===== src/rtl/ipl_arb_pkg.sv =====
package ipl_arb_pkg;

  typedef enum logic [1:0] {
    EV_NONE    = 2'd0,
    EV_TAKE    = 2'd1,
    EV_DECLINE = 2'd2,
    EV_UNSUP   = 2'd3
  } eval_kind_e;

  // Level carried by a software bit: position relative to range start, plus one.
  function automatic int sw_bit_level(input int bit_idx, input int range_lo);
    return bit_idx - range_lo + 1;
  endfunction

  // Level carried by an external bit: its own position.
  function automatic int ext_bit_level(input int bit_idx);
    return bit_idx;
  endfunction

  function automatic bit in_range(input int bit_idx, input int lo, input int hi);
    return (bit_idx >= lo) && (bit_idx <= hi);
  endfunction

endpackage


===== src/rtl/ipl_level_scan.sv =====
module ipl_level_scan
  import ipl_arb_pkg::*;
#(
  parameter int REQ_W  = 32,
  parameter int SW_LO  = 1,
  parameter int SW_HI  = 15,
  parameter int EXT_LO = 16,
  parameter int EXT_HI = 30,
  parameter int LVL_W  = 5
) (
  input  logic [REQ_W-1:0] soft_req,
  input  logic [REQ_W-1:0] ext_req,
  output logic [LVL_W-1:0] level,
  output logic [REQ_W-1:0] summary,
  output logic             any_hit
);

  logic [REQ_W-1:0] sw_hit;
  logic [REQ_W-1:0] ext_hit;
  logic [LVL_W-1:0] sw_lvl  [REQ_W];
  logic [LVL_W-1:0] ext_lvl [REQ_W];

  // Per-bit qualification and candidate level
  for (genvar g = 0; g < REQ_W; g++) begin : g_bit
    if (in_range(g, SW_LO, SW_HI)) begin : g_sw
      assign sw_hit[g] = soft_req[g];
      assign sw_lvl[g] = LVL_W'(sw_bit_level(g, SW_LO));
    end else begin : g_sw_off
      assign sw_hit[g] = 1'b0;
      assign sw_lvl[g] = '0;
    end
    if (in_range(g, EXT_LO, EXT_HI)) begin : g_ext
      assign ext_hit[g] = ext_req[g];
      assign ext_lvl[g] = LVL_W'(ext_bit_level(g));
    end else begin : g_ext_off
      assign ext_hit[g] = 1'b0;
      assign ext_lvl[g] = '0;
    end
  end

  // Ascending scan, software first then external: the last hit wins.
  always_comb begin
    level = '0;
    for (int i = 0; i < REQ_W; i++) begin
      if (sw_hit[i]) level = sw_lvl[i];
    end
    for (int i = 0; i < REQ_W; i++) begin
      if (ext_hit[i]) level = ext_lvl[i];
    end
  end

  assign summary = sw_hit | ext_hit;
  assign any_hit = |summary;

  always_comb begin
    if (|ext_hit) begin
      AST_EXT_OVERRIDES: assert (int'(level) >= EXT_LO);
    end
    if (|summary) begin
      AST_HIT_GIVES_LEVEL: assert (level != '0);
    end
  end

endmodule


===== src/rtl/ipl_take_decide.sv =====
module ipl_take_decide
  import ipl_arb_pkg::*;
#(
  parameter int LVL_W = 5
) (
  input  logic             eval,
  input  logic             async_nz,
  input  logic [LVL_W-1:0] level,
  input  logic [LVL_W-1:0] cur_ipl,
  output eval_kind_e       kind
);

  logic beats;
  assign beats = (level != '0) && (level > cur_ipl);

  always_comb begin
    if (!eval)         kind = EV_NONE;
    else if (async_nz) kind = EV_UNSUP;
    else if (beats)    kind = EV_TAKE;
    else               kind = EV_DECLINE;
  end

  always_comb begin
    if (kind == EV_TAKE) begin
      AST_TAKE_STRICT: assert (level > cur_ipl);
    end
  end

endmodule


===== src/rtl/ipl_trap_regs.sv =====
module ipl_trap_regs
  import ipl_arb_pkg::*;
#(
  parameter int REQ_W = 32,
  parameter int LVL_W = 5
) (
  input  logic             clk,
  input  logic             rst,
  input  eval_kind_e       kind,
  input  logic             seen_req,
  input  logic [REQ_W-1:0] summary_in,
  input  logic [LVL_W-1:0] level_in,
  output logic [REQ_W-1:0] summary_q,
  output logic [LVL_W-1:0] id_q,
  output logic             trap_q,
  output logic             unsup_q,
  output logic             chk_q
);

  logic armed_q;

  always_ff @(posedge clk) begin
    if (rst) begin
      summary_q <= '0;
      id_q      <= '0;
      trap_q    <= 1'b0;
      unsup_q   <= 1'b0;
      chk_q     <= 1'b0;
      armed_q   <= 1'b0;
    end else begin
      armed_q <= 1'b1;
      trap_q  <= (kind == EV_TAKE);
      unsup_q <= (kind == EV_UNSUP);
      if (kind == EV_TAKE) begin
        summary_q <= summary_in;
        id_q      <= level_in;
      end
      if (kind != EV_NONE) chk_q <= 1'b0;
      else if (seen_req)   chk_q <= 1'b1;
    end
  end

  AST_HOLD_WITHOUT_TRAP: assert property (@(posedge clk) disable iff (rst || !armed_q)
    !trap_q |-> ($stable(summary_q) && $stable(id_q)));
  AST_UNSUP_NO_TRAP: assert property (@(posedge clk) disable iff (rst || !armed_q)
    !(trap_q && unsup_q));
  AST_TRAP_HAS_CONTENT: assert property (@(posedge clk) disable iff (rst || !armed_q)
    trap_q |-> ((summary_q != '0) && (id_q != '0)));

endmodule


===== src/rtl/ipl_arbiter.sv =====
module ipl_arbiter
  import ipl_arb_pkg::*;
#(
  parameter int REQ_W  = 32,
  parameter int SW_LO  = 1,
  parameter int SW_HI  = 15,
  parameter int EXT_LO = 16,
  parameter int EXT_HI = 30,
  parameter int LVL_W  = $clog2(EXT_HI + 1)
) (
  input  logic             clk,
  input  logic             rst,
  input  logic             eval_i,
  input  logic [REQ_W-1:0] soft_req_i,
  input  logic [REQ_W-1:0] ext_req_i,
  input  logic [REQ_W-1:0] async_req_i,
  input  logic [LVL_W-1:0] cur_ipl_i,
  output logic [REQ_W-1:0] summary_o,
  output logic [LVL_W-1:0] int_id_o,
  output logic             trap_o,
  output logic             unsup_o,
  output logic             chk_pend_o
);

  logic [LVL_W-1:0] scan_level;
  logic [REQ_W-1:0] scan_summary;
  logic             scan_any;
  logic             async_nz;
  eval_kind_e       eval_kind;

  assign async_nz = |async_req_i;

  ipl_level_scan #(
    .REQ_W(REQ_W), .SW_LO(SW_LO), .SW_HI(SW_HI),
    .EXT_LO(EXT_LO), .EXT_HI(EXT_HI), .LVL_W(LVL_W)
  ) u_scan (
    .soft_req (soft_req_i),
    .ext_req  (ext_req_i),
    .level    (scan_level),
    .summary  (scan_summary),
    .any_hit  (scan_any)
  );

  ipl_take_decide #(.LVL_W(LVL_W)) u_decide (
    .eval     (eval_i),
    .async_nz (async_nz),
    .level    (scan_level),
    .cur_ipl  (cur_ipl_i),
    .kind     (eval_kind)
  );

  ipl_trap_regs #(.REQ_W(REQ_W), .LVL_W(LVL_W)) u_regs (
    .clk        (clk),
    .rst        (rst),
    .kind       (eval_kind),
    .seen_req   (scan_any || async_nz),
    .summary_in (scan_summary),
    .level_in   (scan_level),
    .summary_q  (summary_o),
    .id_q       (int_id_o),
    .trap_q     (trap_o),
    .unsup_q    (unsup_o),
    .chk_q      (chk_pend_o)
  );

  logic armed_q;
  always_ff @(posedge clk) begin
    if (rst) armed_q <= 1'b0;
    else     armed_q <= 1'b1;
  end

  AST_TRAP_FOLLOWS_STROBE: assert property (@(posedge clk) disable iff (rst || !armed_q)
    trap_o |-> $past(eval_i));
  AST_TRAP_ABOVE_IPL: assert property (@(posedge clk) disable iff (rst || !armed_q)
    trap_o |-> (int_id_o > $past(cur_ipl_i)));
  AST_UNSUP_NEEDS_ASYNC: assert property (@(posedge clk) disable iff (rst || !armed_q)
    unsup_o |-> ($past(eval_i) && ($past(async_req_i) != '0)));
  AST_STROBE_CLEARS_CHK: assert property (@(posedge clk) disable iff (rst || !armed_q)
    $past(eval_i) |-> !chk_pend_o);

endmodule


===== config.mk =====
export PLATFORM = sky130hd
export DESIGN_NAME = ipl_arbiter
export DESIGN_NICKNAME = d
export VERILOG_FILES = /design/src/rtl/ipl_arb_pkg.sv /design/src/rtl/ipl_level_scan.sv /design/src/rtl/ipl_take_decide.sv /design/src/rtl/ipl_trap_regs.sv /design/src/rtl/ipl_arbiter.sv
export SDC_FILE = /design/constraint.sdc
export NUM_CORES = 1
export LEC_CHECK = 0
export ABC_AREA = 1
export BUFFER_PORTS_ARGS = -buffer_cell sky130_fd_sc_hd__buf_2
export CAP_MARGIN = 40
export CORE_MARGIN = 4
export CORE_UTILIZATION = 41
export DETAILED_ROUTE_END_ITERATION = 6
export PLACE_DENSITY = 0.83
export SLEW_MARGIN = 15
export SYNTH_ARGS = -nofsm -noshare
export SYNTH_HDL_FRONTEND = slang
export SYNTH_HIERARCHICAL = 1
export SYNTH_SLANG_ARGS = --single-unit

===== constraint.sdc =====
create_clock -name clk -period 3.86 [get_ports clk]
set_input_delay 1.158 -clock clk [delete_from_list [all_inputs] [get_ports clk]]
set_output_delay 1.158 -clock clk [all_outputs]
set_load 0.005 [all_outputs]

==> results of run 1 <==
[layout by cell type (no fill, tap or decap), types with 2 or more instances in the layout]
cell | Yosys | layout
nand2_1 | 106 | 106
ha_1 | 5 | 5
buf_2 | 4 | 108
clkbuf_16 | 0 | 2
inv_2 | 9 | 9
dfxtp_1 | 40 | 40
bufinv_8 | 2 | 2
conb_1 | 1 | 2
clkbuf_8 | 0 | 5
nor3_1 | 3 | 2
nor2_1 | 116 | 107
buf_6 | 5 | 3
nand3_1 | 40 | 40
nand3_2 | 2 | 2
inv_1 | 73 | 72
buf_12 | 0 | 4
nor2_4 | 1 | 5
nor2_2 | 2 | 7
buf_4 | 34 | 20
[routing by layer]
layer	vias up	global-route usage (%)
li1	1493	-
met1	1174	18.9
met2	90	31.8
met3	7	4.33
met4	2	3.38
met5	-	0
[registers in the layout, summed over array words and instances (netlist names)]
register and count:
u_regs/trap_q 1, u_regs/chk_q 1, u_regs/id_q 5, u_regs/unsup_q 1, u_regs/summary_q 32
[kinds of logic after synthesis]
family | after synthesis | share of synthesized area, %
adders and majority gates | 5 | 2.31
and+or+nand+nor | 272 | 40.8
DFF | 40 | 29.6
other | 1 | 0.139
AOI/OAI and AO/OA | 6 | 1.62
buffers and inverters | 131 | 25.5
[power by group]
group / switching [uW] / internal [uW]
registers: 14.0 / 439
clock network: 147 / 192
logic: 126 / 123
total: 287 / 754
[worst max-delay path: cells and delay by family]
family | cells | cell delay, ps
adders and majority gates | 1 | 280
AOI/OAI and AO/OA | 2 | 300
and+or+nand+nor | 33 | 1750
buffers and inverters | 7 | 630
[layout make-up]
cell class / instances / share of cell area (%)
flip-flops and latches: 40 / 22.9
repair buffers: 138 / 24.9
multi-input cells: 285 / 36.5
clock inverters: 2 / 1.00
clock buffers: 6 / 2.08
well taps: 77 / 2.76
inverters: 84 / 9.89
[final timing paths]
path | endpoint | from | cells after the start | slack, ps
hold / removal | u_regs/summary_q[7] | u_regs/summary_q[7] | 2 | 470
setup reg to reg | u_regs/chk_q | u_regs/chk_q | 2 | 3240
setup / recovery | u_regs/summary_q[8] | soft_req_i[2] | 43 | -50
hold reg to reg | u_regs/summary_q[7] | u_regs/summary_q[7] | 2 | 470
[per-stage QoR]
| stage | instances | total power (uW) |
|---|---|---|
| 6_report | 632 | 1040 |
| 5_1_grt | 632 | 1110 |
| 4_1_cts | 626 | 1040 |
| 3_5_place_dp | 615 | 690 |
| 3_3_place_gp | 615 | 681 |
| 2_1_floorplan | 456 | 608 |
[what timing repair did]
| action | in CTS | in global routing |
|---|---|---|
| buffers inserted | 2 | 3 |
| endpoints found under the setup margin | 27 | 40 |
| hold buffers | 0 | 0 |
| cloned | 1 | 3 |
| resized for setup | 4 | 20 |
| pin swaps | 7 | 12 |
==> results.toml, run 1 <==
[finish]
antenna_cells = 0
nNetsFinal = 663
multi_input_area_um2 = 1270
fin_area_um2 = 3490
layout-drive-gt1-share_pct = 31.5
seqCellArea_um2 = 801
final_core_utilization_pct = 54.7
area_delta_synth_final_pct = 29.1
fillers = 673

[cts]
numCtsBuffers = 5
tritoncts = "built"
clk-insertion-delay-late_ps = 290
clock-root-buffer = "clkbuf_8"
cts.htree.levels = 2
clock_path_buffers = 2
cts_sinks = 40
path_clk_slew_ps = 80

[logic_synthesis]
synth_cells = 455
yosys.cell_count.top_type = "nor2_1"
ys_seq_area_share_pct = 29.6
synth.top_cell.area_share_pct = 29.6
synth-seq-cells = 40
synth_cell_types = 25
synth_commonest_cells = "nor2_1 (116), nand2_1 (106), inv_1 (73), dfxtp_1 (40), nand3_1 (40)"
synth_edf_count = 0
synth_area_um2 = 2710
ys.flop_type = "dfxtp_1"
yosys_warnings = 6
syn_avg_cell_area_um2 = 5.95
postSynth.asyncResetShare_pct = 0
synthTopCellsByArea = "dfxtp_1 (30%), nor2_1 (16%), nand2_1 (15%)"
synth_top_area_cell = "dfxtp_1"

[timing]
slew_viol_final = 0
rsz0062_at_grt = "yes"
tns_ps = -960
hold_viol_final = 0
timing.final.crit_share_pct = 101
fin_ws_ps = -49.5
fin_skew_ps = 0
maxSlewHeadroom_pct = 57.1
timing.fmax_mhz = 256
final.min_clock_period_ps = 3910
tightest_slew_ps = 643
setup_viol = 33
fin_hold_ws_ps = 466

[placed_design]
numPortBuffers = 109
placed_cell_area_um2 = 3200
place_hpwl_um = 5280
globalplace.congestion = 0.804
post-place-ws_ps = -370

[routing]
drt-total-wl_um = 6850
met2_length_um = 3350
wl_per_cell_um = 10.8
drtAntennaViolNets = 0
drt_iter0_markers = 94
drc = 0
wl_met1_um = 2900
vias_per_cell = 4.38
drtPass1Iterations = 4
via_count = 2766
top_layer_used = "met5"
route.met3.wl_um = 553

[power]
vdd_drop_max_uv = 160
pwr_density_cell_nw_per_um2 = 298
p_leak_uw = 0.00209

[worst_setup_path]
critPathSlowestCell = "ha_1"
arrival_ps = 4140
cp-end-kind = "flop"
path_class = "in -> reg"
cp-start-kind = "input pin"
required_ps = 4090
crit_top_cell = "nand2_1"
slowest_delay_ps = 280
critPathMaxFanout = 7

[floorplan]
num_rows = 29
die_h_um = 89.2
fp.dieW_um = 89.2
initial_core_util_pct = 42.4
die_area_um2 = 7960
pin_count = 144
core-area_um2 = 6390

[global_route]
antenna_found_initial = 1
grt_usage_pct = 16.8
grt_pass1_wl_um = 10700
grt_pass1_vias = 2565
grt-ovfl-total = 0
grt_max_degree = 39

[status]
status = "finished, violations left"
violations = "negative setup slack"

[hold_path]
hold_path_class = "reg -> reg"

[run]
cap_violations = 0
No activity file was read; power rests on OpenSTA's default activity.
==> inputs of run 2 (changes only) <==
--- a/config.mk
+++ b/config.mk
@@ -11,7 +11,7 @@
 export CORE_MARGIN = 4
 export CORE_UTILIZATION = 41
 export DETAILED_ROUTE_END_ITERATION = 6
-export PLACE_DENSITY = 0.83
+export PLACE_DENSITY = 0.75
 export SLEW_MARGIN = 15
 export SYNTH_ARGS = -nofsm -noshare
 export SYNTH_HDL_FRONTEND = slang
==> run 2 against run 1 <==
Design area increased by 2.9%. Largest cell class unchanged. The run still ends with negative setup slack left. Combinational power increased by 4%. Flip-flop and latch count unchanged.
==> results.toml, run 2 (synthesis gave the netlist of run 1 again) <==
[status]
status = "finished, violations left"
violations = "negative setup slack"

[power]
p_leak_uw = 0.00212
pwr_density_cell_nw_per_um2 = 293
vdd_drop_max_uv = 190
power_uw = 1050

[routing]
drtPass1Iterations = 6
drt-total-wl_um = 6900
drtAntennaViolNets = 0
via_count = 2778
drc = 0
drt_iter0_markers = 79
vias_per_cell = 4.37
wl_per_cell_um = 10.8

[timing]
tightest_slew_ps = 631
rsz0062_at_grt = "yes"
hold_viol_final = 0
fin_skew_ps = 0
setup_viol = 38
timing.fmax_mhz = 253
maxSlewHeadroom_pct = 57.8
timing.final.crit_share_pct = 102
slew_viol_final = 0
fin_ws_ps = -88.2
final.min_clock_period_ps = 3950

[worst_setup_path]
cp-start-kind = "input pin"
critPathSlowestCell = "ha_1"
crit_top_cell = "nand2_1"
cp-end-kind = "flop"
reg2reg_setup_slack_ps = 3240
crit_buf_inv = 11
arrival_ps = 4170
crit_family = "simple AND/OR/NAND/NOR gates"
critPathMaxFanout = 8
required_ps = 4090
path_class = "in -> reg"
rr_endpoint = "u_regs/summary_q[8]"
ff2ff_path_depth = 2
slowest_delay_ps = 250
reg2reg_from = "u_regs/summary_q[8]"

[hold_path]
min_from = "u_regs/summary_q[0]"
hold_end = "u_regs/summary_q[0]"
hold_depth = 2
hold_path_class = "reg -> reg"

[finish]
layout-drive-gt1-share_pct = 34.0
top_register = "u_regs/summary_q"
reg_top3 = "u_regs/summary_q x32, u_regs/id_q x5"
final_core_utilization_pct = 56.3
final_common_cell = "buf_2"
fin_area_um2 = 3600
area_delta_synth_final_pct = 32.9
largest_reg_flops = 32
final_cell_mix = "buf_2 (108), nand2_1 (103), nor2_1 (100)"
antenna_cells = 0
nNetsFinal = 667

[floorplan]
pin_count = 144
core-area_um2 = 6390
die_area_um2 = 7960
fp.dieW_um = 89.2
initial_core_util_pct = 42.4
die_h_um = 89.2
num_rows = 29

[cts]
clock_path_buffers = 2
cts_sinks = 40
clock-root-buffer = "clkbuf_8"
numCtsBuffers = 5
path_clk_slew_ps = 80
clk-insertion-delay-late_ps = 280
hold_buffers = 0
cts.htree.levels = 2
tritoncts = "built"

[placed_design]
place_hpwl_um = 5130
globalplace.congestion = 0.783
placed_cell_area_um2 = 3200
numPortBuffers = 109

[global_route]
grt_pass1_vias = 2583
grt_pass1_wl_um = 10600
grt-ovfl-total = 0
antenna_found_initial = 0
grt_max_degree = 39
grt_usage_pct = 16.7

[run]
cap_violations = 0
run 2: worst register-to-register path: stages (launching register included):
cell     delay, ps
dfxtp_1        390
nor2_4          60
nor2_2         110
run 2: final cells by class:
cell class	count	area (um2)
clock inverter	2	35.0
sequential	40	801
timing repair buffer	142	925
inverter	84	353
multi-input combinational	285	1310
clock buffer	6	72.6
fill	646	2790
tap	77	96.3
run 2: where the power goes:
group / total, uW / leakage (uW) / switching (uW) / internal [uW]
combinational: 260 / 0.00174 / 130 / 130
clock: 338 / 0.0000552 / 146 / 192
sequential: 454 / 0.000330 / 14.8 / 439
run 2: worst max-delay path by stage:
stage | start | end | cells past startpoint
final | soft_req_i[2] | u_regs/summary_q[8] | 36
after global placement | soft_req_i[2] | u_regs/summary_q[23] | 42
after CTS | soft_req_i[2] | u_regs/summary_q[27] | 42
after floorplan | soft_req_i[2] | u_regs/id_q[3] | 41
after detailed placement | soft_req_i[2] | u_regs/summary_q[15] | 42
after global routing | soft_req_i[2] | u_regs/id_q[3] | 43
run 2: what timing repair did:
item / CTS / global route
buffers inserted: 5 / 4
gates cloned: 1 / 4
pin swaps: 10 / 19
resized for setup: 3 / 37
endpoints found under the setup margin: 25 / 40
run 2: layer usage:
metal	routed length (um)	part of all wire, %	track usage, %	vias to the layer above
li1	-	-	-	1503
met1	2950	43	18.1	1171
met2	3340	48	32.4	98
met3	544	7.9	4.42	6
met4	59	0.86	3.25	0
met5	0	0	0	-
run 2: stage by stage:
step / worst slack, ps / TNS [ps] / hold slack [ps] / std cells
final: -88.2 / -1970 / 469 / 636
after global routing: -470 / -17390 / 494 / 636
after CTS: -55.8 / -591 / 477 / 629
after detailed placement: -350 / -12050 / 467 / 615
after global placement: -293 / -10790 / 456 / 615
after floorplan: 47.0 / 0 / 477 / 456
==> inputs of run 3 (changes only) <==
--- a/config.mk
+++ b/config.mk
@@ -5,7 +5,6 @@
 export SDC_FILE = /design/constraint.sdc
 export NUM_CORES = 1
 export LEC_CHECK = 0
-export ABC_AREA = 1
 export BUFFER_PORTS_ARGS = -buffer_cell sky130_fd_sc_hd__buf_2
 export CAP_MARGIN = 40
 export CORE_MARGIN = 4
==> run 3 against run 2 <==
The flow now finishes without violations. Total power is 5.0% lower. Clock-buffer cell count stayed put. Synthesized cell count is 33% lower. Final cell count is 27% lower. Clock skew stayed put. Design area is 11% lower. Largest power group unchanged.
==> results.toml, run 3 <==
[routing]
drc = 0
vias_per_cell = 5.12
drt_iter0_markers = 94
via_count = 2388
drtAntennaViolNets = 0
drtPass1Iterations = 5
wl_per_cell_um = 14.1
drt-total-wl_um = 6590

[cts]
clock_path_buffers = 2
clk-insertion-delay-late_ps = 290
clock-root-buffer = "clkbuf_8"
cts_sinks = 40
path_clk_slew_ps = 80
tritoncts = "built"
postCtsSetupBuffers = 0
numCtsBuffers = 5
cts.htree.levels = 2

[worst_setup_path]
critPathMaxFanout = 20
required_ps = 4030
ff2ff_path_depth = 2
cp-end-kind = "flop"
arrival_ps = 3870
path_class = "in -> reg"
cp-start-kind = "input pin"
reg2reg_setup_slack_ps = 3230

[placed_design]
place_inst = 457
place_hpwl_um = 5020
numPortBuffers = 109
post-place-ws_ps = -155
globalplace.congestion = 0.764

[power]
p_sw_uw = 263
swShare_pct = 26.3
power.internal_uw = 736
pwr_density_cell_nw_per_um2 = 311
p_comb_share_pct = 20.9
p_seq_share_pct = 45.1
p_leak_uw = 0.00138
clockPowerShare_pct = 34.0
vdd_drop_max_uv = 172

[global_route]
grt-ovfl-total = 0
grt_max_degree = 78
grt_usage_pct = 16.4
grt_pass1_vias = 2218
grt_pass1_wl_um = 10300
antenna_found_initial = 0

[logic_synthesis]
synth-seq-cells = 40
syn_avg_cell_area_um2 = 8.69
yosys.cell_count.top_type = "dfxtp_1"
postSynth.asyncResetShare_pct = 0
synth_edf_count = 0
synth_commonest_cells = "dfxtp_1 (40), nand2b_1 (39), nand4bb_1 (37), buf_4 (33), o21ai_1 (26)"
yosys_warnings = 6
ys.flop_type = "dfxtp_1"
synth_area_um2 = 2660
ys_seq_area_share_pct = 30.1
synth.top_cell.area_share_pct = 30.1
synthTopCellsByArea = "dfxtp_1 (30%), nand4bb_1 (16%), buf_4 (9.3%)"
synth_cells = 306
synth_top_area_cell = "dfxtp_1"
synth_cell_types = 43

[finish]
antenna_cells = 0
nNetsFinal = 497
final_core_utilization_pct = 50.9
reg_top3 = "u_regs/summary_q x32, u_regs/id_q x5"
fillers = 620
final_cell_mix = "buf_2 (109), dfxtp_1 (40), nand2b_1 (39)"
largest_reg_flops = 32
final_common_cell = "buf_2"
instances_no_fill = 466
layout-drive-gt1-share_pct = 36.5
area_delta_synth_final_pct = 20.7
top_register = "u_regs/summary_q"

[floorplan]
initial_core_util_pct = 42.1
die_h_um = 88.5
fp.dieW_um = 88.5
num_rows = 29
die_area_um2 = 7840
pin_count = 144
core-area_um2 = 6310

[timing]
hold_viol_final = 0
maxSlewHeadroom_pct = 67.8
tightest_slew_ps = 470
fin_ws_ps = 161
final.min_clock_period_ps = 3700
setup_viol = 0
slew_viol_final = 0
timing.final.crit_share_pct = 95.8
fin_skew_ps = 0
timing.fmax_mhz = 270

[hold_path]
hold_path_class = "reg -> reg"
hold_depth = 2

[status]
status = "finished, final reports clean"

[run]
cap_violations = 0
## run 3: changes by cell type after synthesis, moves of 26 or more
cell / change
nor2_1: -98
nand2_1: -100
nand2b_1: +39
nand4bb_1: +37
inv_1: -62
o21ai_1: +26
nand3_1: -40
## run 3: cell type report
type | instances | area [um2] | share of cell area [%]
flip-flops and latches | 40 | 801 | 24.9
clock buffers | 6 | 72.6 | 2.26
repair buffers | 126 | 701 | 21.8
clock inverters | 2 | 35.0 | 1.09
inverters | 11 | 41.3 | 1.29
well taps | 77 | 96.3 | 3.00
multi-input cells | 204 | 1470 | 45.6
## run 3: repair_timing
action                                  CTS  global route
resized for setup                         0             2
endpoints found under the setup margin    0             5
hold buffers                              0             0
endpoints found under the hold margin     0             0
## run 3: final timing paths
check / start / to
hold reg to reg: u_regs/summary_q[24] / u_regs/summary_q[24]
setup / recovery: soft_req_i[12] / u_regs/summary_q[28]
hold / removal: u_regs/summary_q[24] / u_regs/summary_q[24]
setup reg to reg: u_regs/summary_q[28] / u_regs/summary_q[28]
## run 3: layer usage
metal | up-vias | share of wire, % | wire length [um] | track usage [%]
met2 | 57 | 50 | 3310 | 27.9
met4 | 0 | 1.0 | 67 | 3.57
met1 | 1095 | 43 | 2860 | 20.7
met3 | 7 | 5.4 | 358 | 4.47
li1 | 1229 | - | - | -
met5 | - | 0 | 0 | 0
## run 3: stage by stage
| step | total power [uW] | hold WS, ps | area [um2] | setup TNS (ps) |
|---|---|---|---|---|
| after floorplan | 590 | 458 | 2660 | 0 |
| after global placement | 661 | 450 | 3070 | -2270 |
| after detailed placement | 666 | 458 | 3070 | -4160 |
| after CTS | 1010 | 470 | 3180 | 0 |
| after global routing | 1060 | 487 | 3210 | -20.7 |
| final | 999 | 464 | 3210 | 0 |
## run 3: power by group through the flow
stage | registers [uW] | clock network, uW | logic (uW)
2_1_floorplan | 464 | 0 | 126
5_1_grt | 454 | 372 | 233
3_3_place_gp | 460 | 0 | 201
6_report | 451 | 340 | 209
4_1_cts | 451 | 353 | 206
3_5_place_dp | 461 | 0 | 205
## run 3: kinds of logic (layout without fill, tap and decap cells)
family	Yosys count	in the layout	synth area share [%]
compound gates	63	63	13.9
fa+ha+maj	5	5	2.35
buf+inv	63	145	15.5
flops	40	40	30.1
other cells	1	2	0.141
simple gates	134	134	38.1
## run 3: critical path, cell delays in order
cell and delay [ps]:
buf_2 120, or4_1 540, o21bai_1 190, a21oi_1 170
o21bai_1 120, ha_1 320, nand4_1 110, o221a_1 300
o31ai_4 270, nor2b_2 230, buf_6 200, o21ai_0 120
